`config.mk`:
```
export PLATFORM = sky130hd
export DESIGN_NAME = stat2_wr_slave
export DESIGN_NICKNAME = d
export VERILOG_FILES = /design/src/rtl/stat2_pkg.sv /design/src/rtl/stat2_sync.sv /design/src/rtl/stat2_shift.sv /design/src/rtl/stat2_status.sv /design/src/rtl/stat2_wr_slave.sv
export SDC_FILE = /design/constraint.sdc
export NUM_CORES = 1
export LEC_CHECK = 0
export BUFFER_PORTS_ARGS = -buffer_cell sky130_fd_sc_hd__buf_2
export CORE_MARGIN = 2
export CORE_UTILIZATION = 55
export CTS_CLUSTER_SIZE = 10
export DETAILED_ROUTE_END_ITERATION = 12
export PLACE_DENSITY_LB_ADDON = 0.3
export SKIP_CTS_REPAIR_TIMING = 1
export SYNTH_ARGS = -nofsm -noshare
export SYNTH_HDL_FRONTEND = slang
export SYNTH_SLANG_ARGS = --single-unit
```
`constraint.sdc`:
```
create_clock -name clk -period 2.35 [get_ports clk]
set_input_delay 0.1175 -clock clk [delete_from_list [all_inputs] [get_ports clk]]
set_output_delay 0.1175 -clock clk [all_outputs]
set_load 0.01 [all_outputs]
```
`src/rtl/stat2_pkg.sv`:
```
package stat2_pkg;
  localparam int          BYTE_W   = 8;
  localparam logic [7:0]  OP_WREN  = 8'h06;
  localparam logic [7:0]  OP_WRST2 = 8'h31;
  localparam int          RST_POS  = 4;
  localparam int          LCK_POS  = 3;

  typedef struct packed {
    logic [BYTE_W-1:0] opcode;
    logic              new_rst;
    logic              new_lck;
    logic [1:0]        bytes;
    logic              aligned;
  } frame_t;
endpackage

```
`src/rtl/stat2_sync.sv`:
```
module stat2_sync #(
  parameter int STAGES = 2
) (
  input  logic clk,
  input  logic rst_n,
  input  logic sck,
  input  logic cs_n,
  input  logic sdi,
  output logic rst_n_s,
  output logic cs_hi,
  output logic cs_rise,
  output logic sck_rise,
  output logic sdi_s
);
  localparam int         NSIG    = 3;
  localparam logic [2:0] RST_VAL = 3'b100;

  logic [NSIG-1:0] din;
  logic [NSIG-1:0] dsync;
  logic [STAGES-1:0] rst_pipe;
  logic cs_prev_q, sck_prev_q;

  assign din = {cs_n, sck, sdi};

  always_ff @(posedge clk or negedge rst_n) begin
    if (!rst_n) rst_pipe <= '0;
    else        rst_pipe <= {rst_pipe[STAGES-2:0], 1'b1};
  end
  assign rst_n_s = rst_pipe[STAGES-1];

  for (genvar i = 0; i < NSIG; i++) begin : g_sig
    logic [STAGES-1:0] chain_q;
    always_ff @(posedge clk or negedge rst_n_s) begin
      if (!rst_n_s) chain_q <= {STAGES{RST_VAL[i]}};
      else          chain_q <= {chain_q[STAGES-2:0], din[i]};
    end
    assign dsync[i] = chain_q[STAGES-1];
  end

  always_ff @(posedge clk or negedge rst_n_s) begin
    if (!rst_n_s) begin
      cs_prev_q  <= 1'b1;
      sck_prev_q <= 1'b0;
    end else begin
      cs_prev_q  <= dsync[2];
      sck_prev_q <= dsync[1];
    end
  end

  assign cs_hi    = dsync[2];
  assign cs_rise  = dsync[2] & ~cs_prev_q;
  assign sck_rise = dsync[1] & ~sck_prev_q & ~dsync[2];
  assign sdi_s    = dsync[0];
endmodule

```
`src/rtl/stat2_shift.sv`:
```
module stat2_shift
  import stat2_pkg::*;
(
  input  logic   clk,
  input  logic   rst_n,
  input  logic   cs_hi,
  input  logic   sck_rise,
  input  logic   sdi_s,
  output frame_t frame
);
  localparam int CNT_W = $clog2(BYTE_W);

  logic [BYTE_W-2:0] sh_q, sh_n;
  logic [CNT_W-1:0]  bit_q, bit_n;
  logic [1:0]        bytes_q, bytes_n;
  logic [BYTE_W-1:0] op_q, op_n;
  logic [1:0]        dat_q, dat_n;
  logic [BYTE_W-1:0] full_byte;

  assign full_byte = {sh_q, sdi_s};

  always_comb begin
    sh_n    = sh_q;
    bit_n   = bit_q;
    bytes_n = bytes_q;
    op_n    = op_q;
    dat_n   = dat_q;
    if (cs_hi) begin
      sh_n    = '0;
      bit_n   = '0;
      bytes_n = '0;
      op_n    = '0;
      dat_n   = '0;
    end else if (sck_rise) begin
      sh_n  = full_byte[BYTE_W-2:0];
      bit_n = bit_q + 1'b1;
      if (bit_q == CNT_W'(BYTE_W-1)) begin
        if (bytes_q == 2'd0) op_n  = full_byte;
        if (bytes_q == 2'd1) dat_n = {full_byte[RST_POS], full_byte[LCK_POS]};
        if (bytes_q != 2'd3) bytes_n = bytes_q + 2'd1;
      end
    end
  end

  always_ff @(posedge clk or negedge rst_n) begin
    if (!rst_n) begin
      sh_q    <= '0;
      bit_q   <= '0;
      bytes_q <= '0;
      op_q    <= '0;
      dat_q   <= '0;
    end else begin
      sh_q    <= sh_n;
      bit_q   <= bit_n;
      bytes_q <= bytes_n;
      op_q    <= op_n;
      dat_q   <= dat_n;
    end
  end

  assign frame.opcode  = op_q;
  assign frame.new_rst = dat_q[1];
  assign frame.new_lck = dat_q[0];
  assign frame.bytes   = bytes_q;
  assign frame.aligned = (bit_q == '0);


  idle_clear_chk: assert property (@(posedge clk) disable iff (!rst_n)
    cs_hi |=> (bit_q == '0 && bytes_q == 2'd0));
endmodule

```
`src/rtl/stat2_status.sv`:
```
module stat2_status
  import stat2_pkg::*;
(
  input  logic   clk,
  input  logic   rst_n,
  input  logic   cs_rise,
  input  logic   lock_frozen,
  input  frame_t frame,
  output logic   wel_o,
  output logic   rste_o,
  output logic   sle_o
);
  logic wel_q, wel_n;
  logic rst_q, rst_n_v;
  logic lck_q, lck_n;
  logic got_op, is_wren, is_wst2, full_ok;

  assign got_op  = cs_rise && (frame.bytes != 2'd0);
  assign is_wren = got_op && (frame.opcode == OP_WREN);
  assign is_wst2 = got_op && (frame.opcode == OP_WRST2);
  assign full_ok = frame.aligned && (frame.bytes >= 2'd2);

  always_comb begin
    wel_n   = wel_q;
    rst_n_v = rst_q;
    lck_n   = lck_q;
    if (is_wren && frame.aligned) wel_n = 1'b1;
    if (is_wst2) begin
      wel_n = 1'b0;
      if (full_ok && wel_q) begin
        rst_n_v = frame.new_rst;
        if (!lock_frozen) lck_n = frame.new_lck;
      end
    end
  end

  always_ff @(posedge clk or negedge rst_n) begin
    if (!rst_n) begin
      wel_q <= 1'b0;
      rst_q <= 1'b0;
      lck_q <= 1'b0;
    end else begin
      wel_q <= wel_n;
      rst_q <= rst_n_v;
      lck_q <= lck_n;
    end
  end

  assign wel_o  = wel_q;
  assign rste_o = rst_q;
  assign sle_o  = lck_q;


  no_early_update_chk: assert property (@(posedge clk) disable iff (!rst_n)
    !cs_rise |=> $stable({rst_q, lck_q}));

  no_wel_hold_chk: assert property (@(posedge clk) disable iff (!rst_n)
    !wel_q |=> $stable({rst_q, lck_q}));

  frozen_lck_chk: assert property (@(posedge clk) disable iff (!rst_n)
    lock_frozen |=> $stable(lck_q));

  wel_clear_chk: assert property (@(posedge clk) disable iff (!rst_n)
    (cs_rise && frame.bytes != 2'd0 && frame.opcode == OP_WRST2) |=> !wel_q);

  unknown_op_chk: assert property (@(posedge clk) disable iff (!rst_n)
    (cs_rise && frame.bytes != 2'd0 && frame.opcode != OP_WRST2 && frame.opcode != OP_WREN)
    |=> $stable({wel_q, rst_q, lck_q}));
endmodule

```
`src/rtl/stat2_wr_slave.sv`:
```
module stat2_wr_slave
  import stat2_pkg::*;
#(
  parameter int SYNC_STAGES = 2
) (
  input  logic clk,
  input  logic rst_n,
  input  logic sck,
  input  logic cs_n,
  input  logic sdi,
  input  logic lock_frozen,
  output logic wel_o,
  output logic rste_o,
  output logic sle_o
);
  logic   rst_n_s, cs_hi, cs_rise, sck_rise, sdi_s;
  frame_t frame;

  stat2_sync #(.STAGES(SYNC_STAGES)) u_sync (
    .clk(clk), .rst_n(rst_n), .sck(sck), .cs_n(cs_n), .sdi(sdi),
    .rst_n_s(rst_n_s), .cs_hi(cs_hi), .cs_rise(cs_rise),
    .sck_rise(sck_rise), .sdi_s(sdi_s)
  );

  stat2_shift u_shift (
    .clk(clk), .rst_n(rst_n_s), .cs_hi(cs_hi), .sck_rise(sck_rise),
    .sdi_s(sdi_s), .frame(frame)
  );

  stat2_status u_status (
    .clk(clk), .rst_n(rst_n_s), .cs_rise(cs_rise), .lock_frozen(lock_frozen),
    .frame(frame), .wel_o(wel_o), .rste_o(rste_o), .sle_o(sle_o)
  );
endmodule

```
# Yosys cells after proc, flatten, opt, wreduce, memory -nomap -nowiden

Index checks and enable logic that the tools add are counted.

Register bits after elaboration: 35
Input bits: 6
Output and inout port bits: 3
Logic and storage cells: 67

Add/sub/neg operators: 2
Magnitude comparators: 1
Equal/unequal tests: 5
Mux-type cells: 18
Bitwise logic cells: 7
Reductions and logical operators: 20

Operators with widths:

| kind                                                     | count |
|---|---|
| 2-to-1 mux 8 bit                                         | 4 |
| 2-to-1 mux 2 bit                                         | 8 |
| 2-to-1 mux 7 bit                                         | 2 |
| nonzero test 2 bit                                       | 7 |
| AND reduction 3 bit                                      | 4 |
| == test 8 x 3 -> 1 bit, second input constant            | 1 |
| == test 8 x 6 -> 1 bit, second input constant            | 1 |
| logical AND 1 bit                                        | 6 |
| 2-to-1 mux 3 bit                                         | 2 |
| NOT 1 bit                                                | 4 |
| adder 3 x 1 -> 3 bit, second input constant              | 1 |
| AND 1 bit                                                | 3 |
| == test 3 bit, second input constant                     | 1 |
| zero test 3 bit                                          | 1 |
| adder 2 x 1 -> 2 bit, second input constant              | 1 |
| == test 2 x 1 -> 1 bit, second input constant            | 1 |
| greater-or-equal comparator 2 bit, second input constant | 1 |
| zero test 2 bit                                          | 1 |
| 2-to-1 mux 1 bit                                         | 2 |
| inequality test 2 bit, second input constant             | 1 |
| AND reduction 2 bit                                      | 1 |

# Depth between registers and ports, before layout

Word-level depth: 7
Gate-level depth with buffers: 6
Gate-level depth less buffers: 6

# Hierarchy

Synthesis repeated with hierarchy kept, for this count alone.

Cell total of the unflattened synthesis: 125
Area total of the unflattened synthesis: 1579.0 um^2

By module, submodules not included:

| module       | instances | cells each | area each (um^2) | seq. area each (um^2) |
|---|---|---|---|---|
| stat2_shift  | 1         | 95         | 1109.8           | 550.5 |
| stat2_sync   | 1         | 13         | 279.0            | 254.0 |
| stat2_status | 1         | 17         | 190.2            | 75.1 |

# Worst setup path after synthesis

OpenSTA, ideal clock, no wires.

Path type: reg2reg
Start: reg u_shift.bytes_q[0]
End: reg u_status.lck_q, in the netlist u_status.sle_o
Library setup time: 128 ps
Arrival time: 1589 ps
Data required time: 2222 ps
Path slack: 633 ps
Cell stages (with the launch flop): 7
Cell sequence: dfrtp_1 -> inv_1 -> ha_1 -> nor4b_4 -> nand4_2 -> nor3_2 -> mux2_1

Cells in the longest elaborated chain, start to end: 4
Elaborated cells between the ends (all ways): 7

Ends and longest elaborated chain:

| item                                                                    | RTL line                               | RTL |
|---|---|---|
| start: declaration                                                      | stat2_shift.sv:15                      | `logic [1:0] bytes_q, bytes_n;` |
| start signal: assignment                                                | stat2_shift.sv:55                      | `bytes_q <= bytes_n;` |
| greater-or-equal comparator 2 bit or nonzero test 2 bit (tied branches) | stat2_status.sv:21, stat2_status.sv:18 |  |
| logical AND 1 bit, on equally long branches                             | stat2_status.sv:21, stat2_status.sv:18 |  |
| logical AND 1 bit, on equally long branches                             | stat2_status.sv:30, stat2_status.sv:20 |  |
| AND reduction 3 bit (no line) *                                         | -                                      |  |
| end signal: assignment                                                  | stat2_status.sv:45                     | `lck_q <= lck_n;` |
| end: declaration                                                        | stat2_status.sv:15                     | `logic lck_q, lck_n;` |

Every way passes the cells marked *; elsewhere a longest branch is shown, timed or not.
A chain may end at the register's enable or synchronous reset.

# Worst setup path in the final report

Ends and elaborated chain as after synthesis.

==> impl_metrics.py <==
metrics = {
    "logic_synthesis": {
        "seq_area_frac_synth_pct": 60.2,
        "synth_flop_cell": "dfrtp_1",
        "synthArstFlopShare_pct": 100,
        "synth_area_um2": 1460,
        "avgSynthCellArea_um2": 11.0,
        "ys_warn_count": 0,
        "syn_inst": 133,
        "synth_cell_type_count": 27,
        "ys_ff_latch": 35,
        "synthesis.nets": 146,
        "synth-edff-count": 0,
    },
    "grt": {
        "grt_start_max_net_pins": 24,
        "antenna_found_initial": 0,
        "grt_pass1_vias": 955,
        "grt_overflow": 0,
        "grt_usage_pct": 19.1,
        "grt_pass1_wl_um": 4470,
    },
    "cts": {
        "numClockSinks": 35,
        "tritoncts": "built",
        "worstSkewPairLatency_ns": 0.33,
        "clock_path_buffers": 2,
        "htree_levels": 2,
        "cts-buffers-inserted": 5,
        "cts.clk_slew.worst_paths_ns": 0.10,
        "clock-root-buffer": "clkbuf_4",
    },
    "drt": {
        "vias": 976,
        "drtAntennaViolNets": 0,
        "drc": 0,
        "drt-pass1-iter-count": 4,
        "avgViaCountPerCell": 5.42,
        "wl_per_cell_um": 14.3,
        "wl_met3_um": 80,
        "wl_um": 2570,
        "top_layer_used": "met4",
        "met1_length_um": 1150,
        "drt_iter0_drc": 29,
        "routed-wl-met2_um": 1320,
    },
    "layout": {
        "drive_gt1_share_pct": 16.7,
        "antenna_cells": 0,
        "final_common_cell": "nand2_1",
        "layout_common_cells": "nand2_1 (34), dfrtp_1 (32), a21oi_1 (17)",
        "nets": 163,
        "n_fill_cell": 201,
        "syn2layout_area_growth_pct": 11.9,
        "multi_input_area_um2": 544,
        "final-seq-area_um2": 880,
    },
    "timing": {
        "final_hold_viol_count": 0,
        "rsz0062_at_grt": "false",
        "clock_skew_ns": 0.00464,
        "drv_slew": 0,
        "finalSetupViolations": 0,
        "tns_ns": 0,
        "period_minus_slack_ns": 1.90,
        "hold_ws_ns": 0.0870,
        "max_freq_ghz": 0.526,
        "setup_ws_ns": 0.448,
        "finalCritPeriodShare_pct": 80.9,
    },
    "die": {
        "dieArea_um2": 3090,
        "die-width_um": 55.5,
        "die_h_um": 55.5,
        "initial_core_util_pct": 58.5,
        "ioPinCount": 9,
        "core_um2": 2500,
        "rows": 18,
    },
    "placement": {
        "io_buffers": 8,
        "place_congestion": 0.800,
        "pre_cts_ws_ns": 0.458,
        "hpwl_um": 1810,
    },
    "power_and_ir_drop": {
        "power_density_nw_per_um2": 611,
        "p_leak_nw": 0.756,
        "power_mw": 1.00,
        "ir_drop_mv": 0.459,
    },
    "worst_setup_path": {
        "cp_data_required_time_ns": 2.56,
        "crit_arrival_ns": 2.12,
        "start_kind": "flop",
        "cp-end-kind": "flop",
        "path_max_fanout": 4,
        "crit_type": "reg -> reg",
    },
    "hold_path": {
        "hp-class": "in -> async",
    },
    "outcome": {
        "status": "complete, no violations",
    },
    "job": {
        "max-cap-violations": 0,
    },
}
[registers in the layout, indices dropped and copies added, names as in the netlist, 2 cells and up]
| name | count |
|---|---|
| u_shift.bit_q | 3 |
| u_shift.bytes_q | 2 |
| u_shift.dat_q | 2 |
| u_shift.op_q | 8 |
| u_shift.sh_q | 7 |
| u_sync.g_sig.chain_q | 6 |
| u_sync.rst_pipe | 2 |
[Yosys cell counts (2+ instances only)]
cell type / count / area share (%)
nor2_1: 7 / 1.8
nand3_1: 2 / 0.68
xnor2_1: 2 / 1.2
nor2b_1: 2 / 0.86
dfstp_2: 3 / 5.4
and3_1: 2 / 0.86
buf_2: 3 / 1.0
dfrtp_1: 32 / 55
ha_1: 7 / 6.0
inv_1: 4 / 1.0
mux2_1: 2 / 1.5
nand2_1: 34 / 8.7
mux2i_1: 3 / 2.1
a21oi_1: 17 / 5.8
[layer usage]
layer	vias to the layer above	GRT usage, %
li1	471	-
met1	485	24.2
met2	18	30.4
met3	2	7.03
met4	0	6.27
met5	-	0
[worst max-delay path: stages (launching register included)]
cell and delay [ns]:
dfrtp_1 0.43, inv_1 0.09, ha_1 0.26, nor4b_4 0.30, nand4_2 0.18, nor3_2 0.20, mux2_1 0.34
[stage by stage]
step	area (um^2)	util (%)	cells
6_report	1640	65.4	180
4_1_cts	1600	63.8	176
2_1_floorplan	1460	-	133
3_3_place_gp	1540	61.6	169
5_1_grt	1640	65.4	180
3_5_place_dp	1540	61.6	169
[final cells by class]
type / instances / area share [%]
clock buffer: 6 / 3.14
clock inverter: 1 / 0.306
inverter: 4 / 0.918
multi-input combinational: 89 / 33.3
sequential: 35 / 53.8
tap: 30 / 2.30
timing repair buffer: 15 / 6.27
[report_power, final]
part | switching (mW) | leakage (nW) | total, mW | internal [mW]
clock | 0.190 | 0.0341 | 0.328 | 0.139
sequential | 0.0104 | 0.461 | 0.626 | 0.616
combinational | 0.0271 | 0.261 | 0.0448 | 0.0177
total | 0.227 | 0.756 | 1.00 | 0.772
[kinds of logic after synthesis]
logic type                 synth area share (%)
AOI/OAI and AO/OA                          6.85
and+or+nand+nor                            19.3
adders and majority gates                  5.99
xor gates and xnor gates                   1.20
muxes                                      3.60
buffers and inverters                      2.57
DFF                                        60.2
other                                     0.257
[final timing paths]
check                              startpoint                    endpoint  slack (ns)  depth (start not counted)
setup / recovery           u_shift.bytes_q[0]              u_status.sle_o        0.45                          6
hold / removal                          rst_n          u_sync.rst_pipe[1]        0.09                          2
setup reg to reg           u_shift.bytes_q[0]              u_status.sle_o        0.45                          6
hold reg to reg            u_sync.rst_pipe[1]           u_sync.sck_prev_q        0.17                          0
max in group asynchronous  u_sync.rst_pipe[1]  u_sync.g_sig[2].chain_q[1]        1.48                          1
min in group clk                  lock_frozen              u_status.sle_o        0.14                          3
No activity file was read; power rests on OpenSTA's default activity.
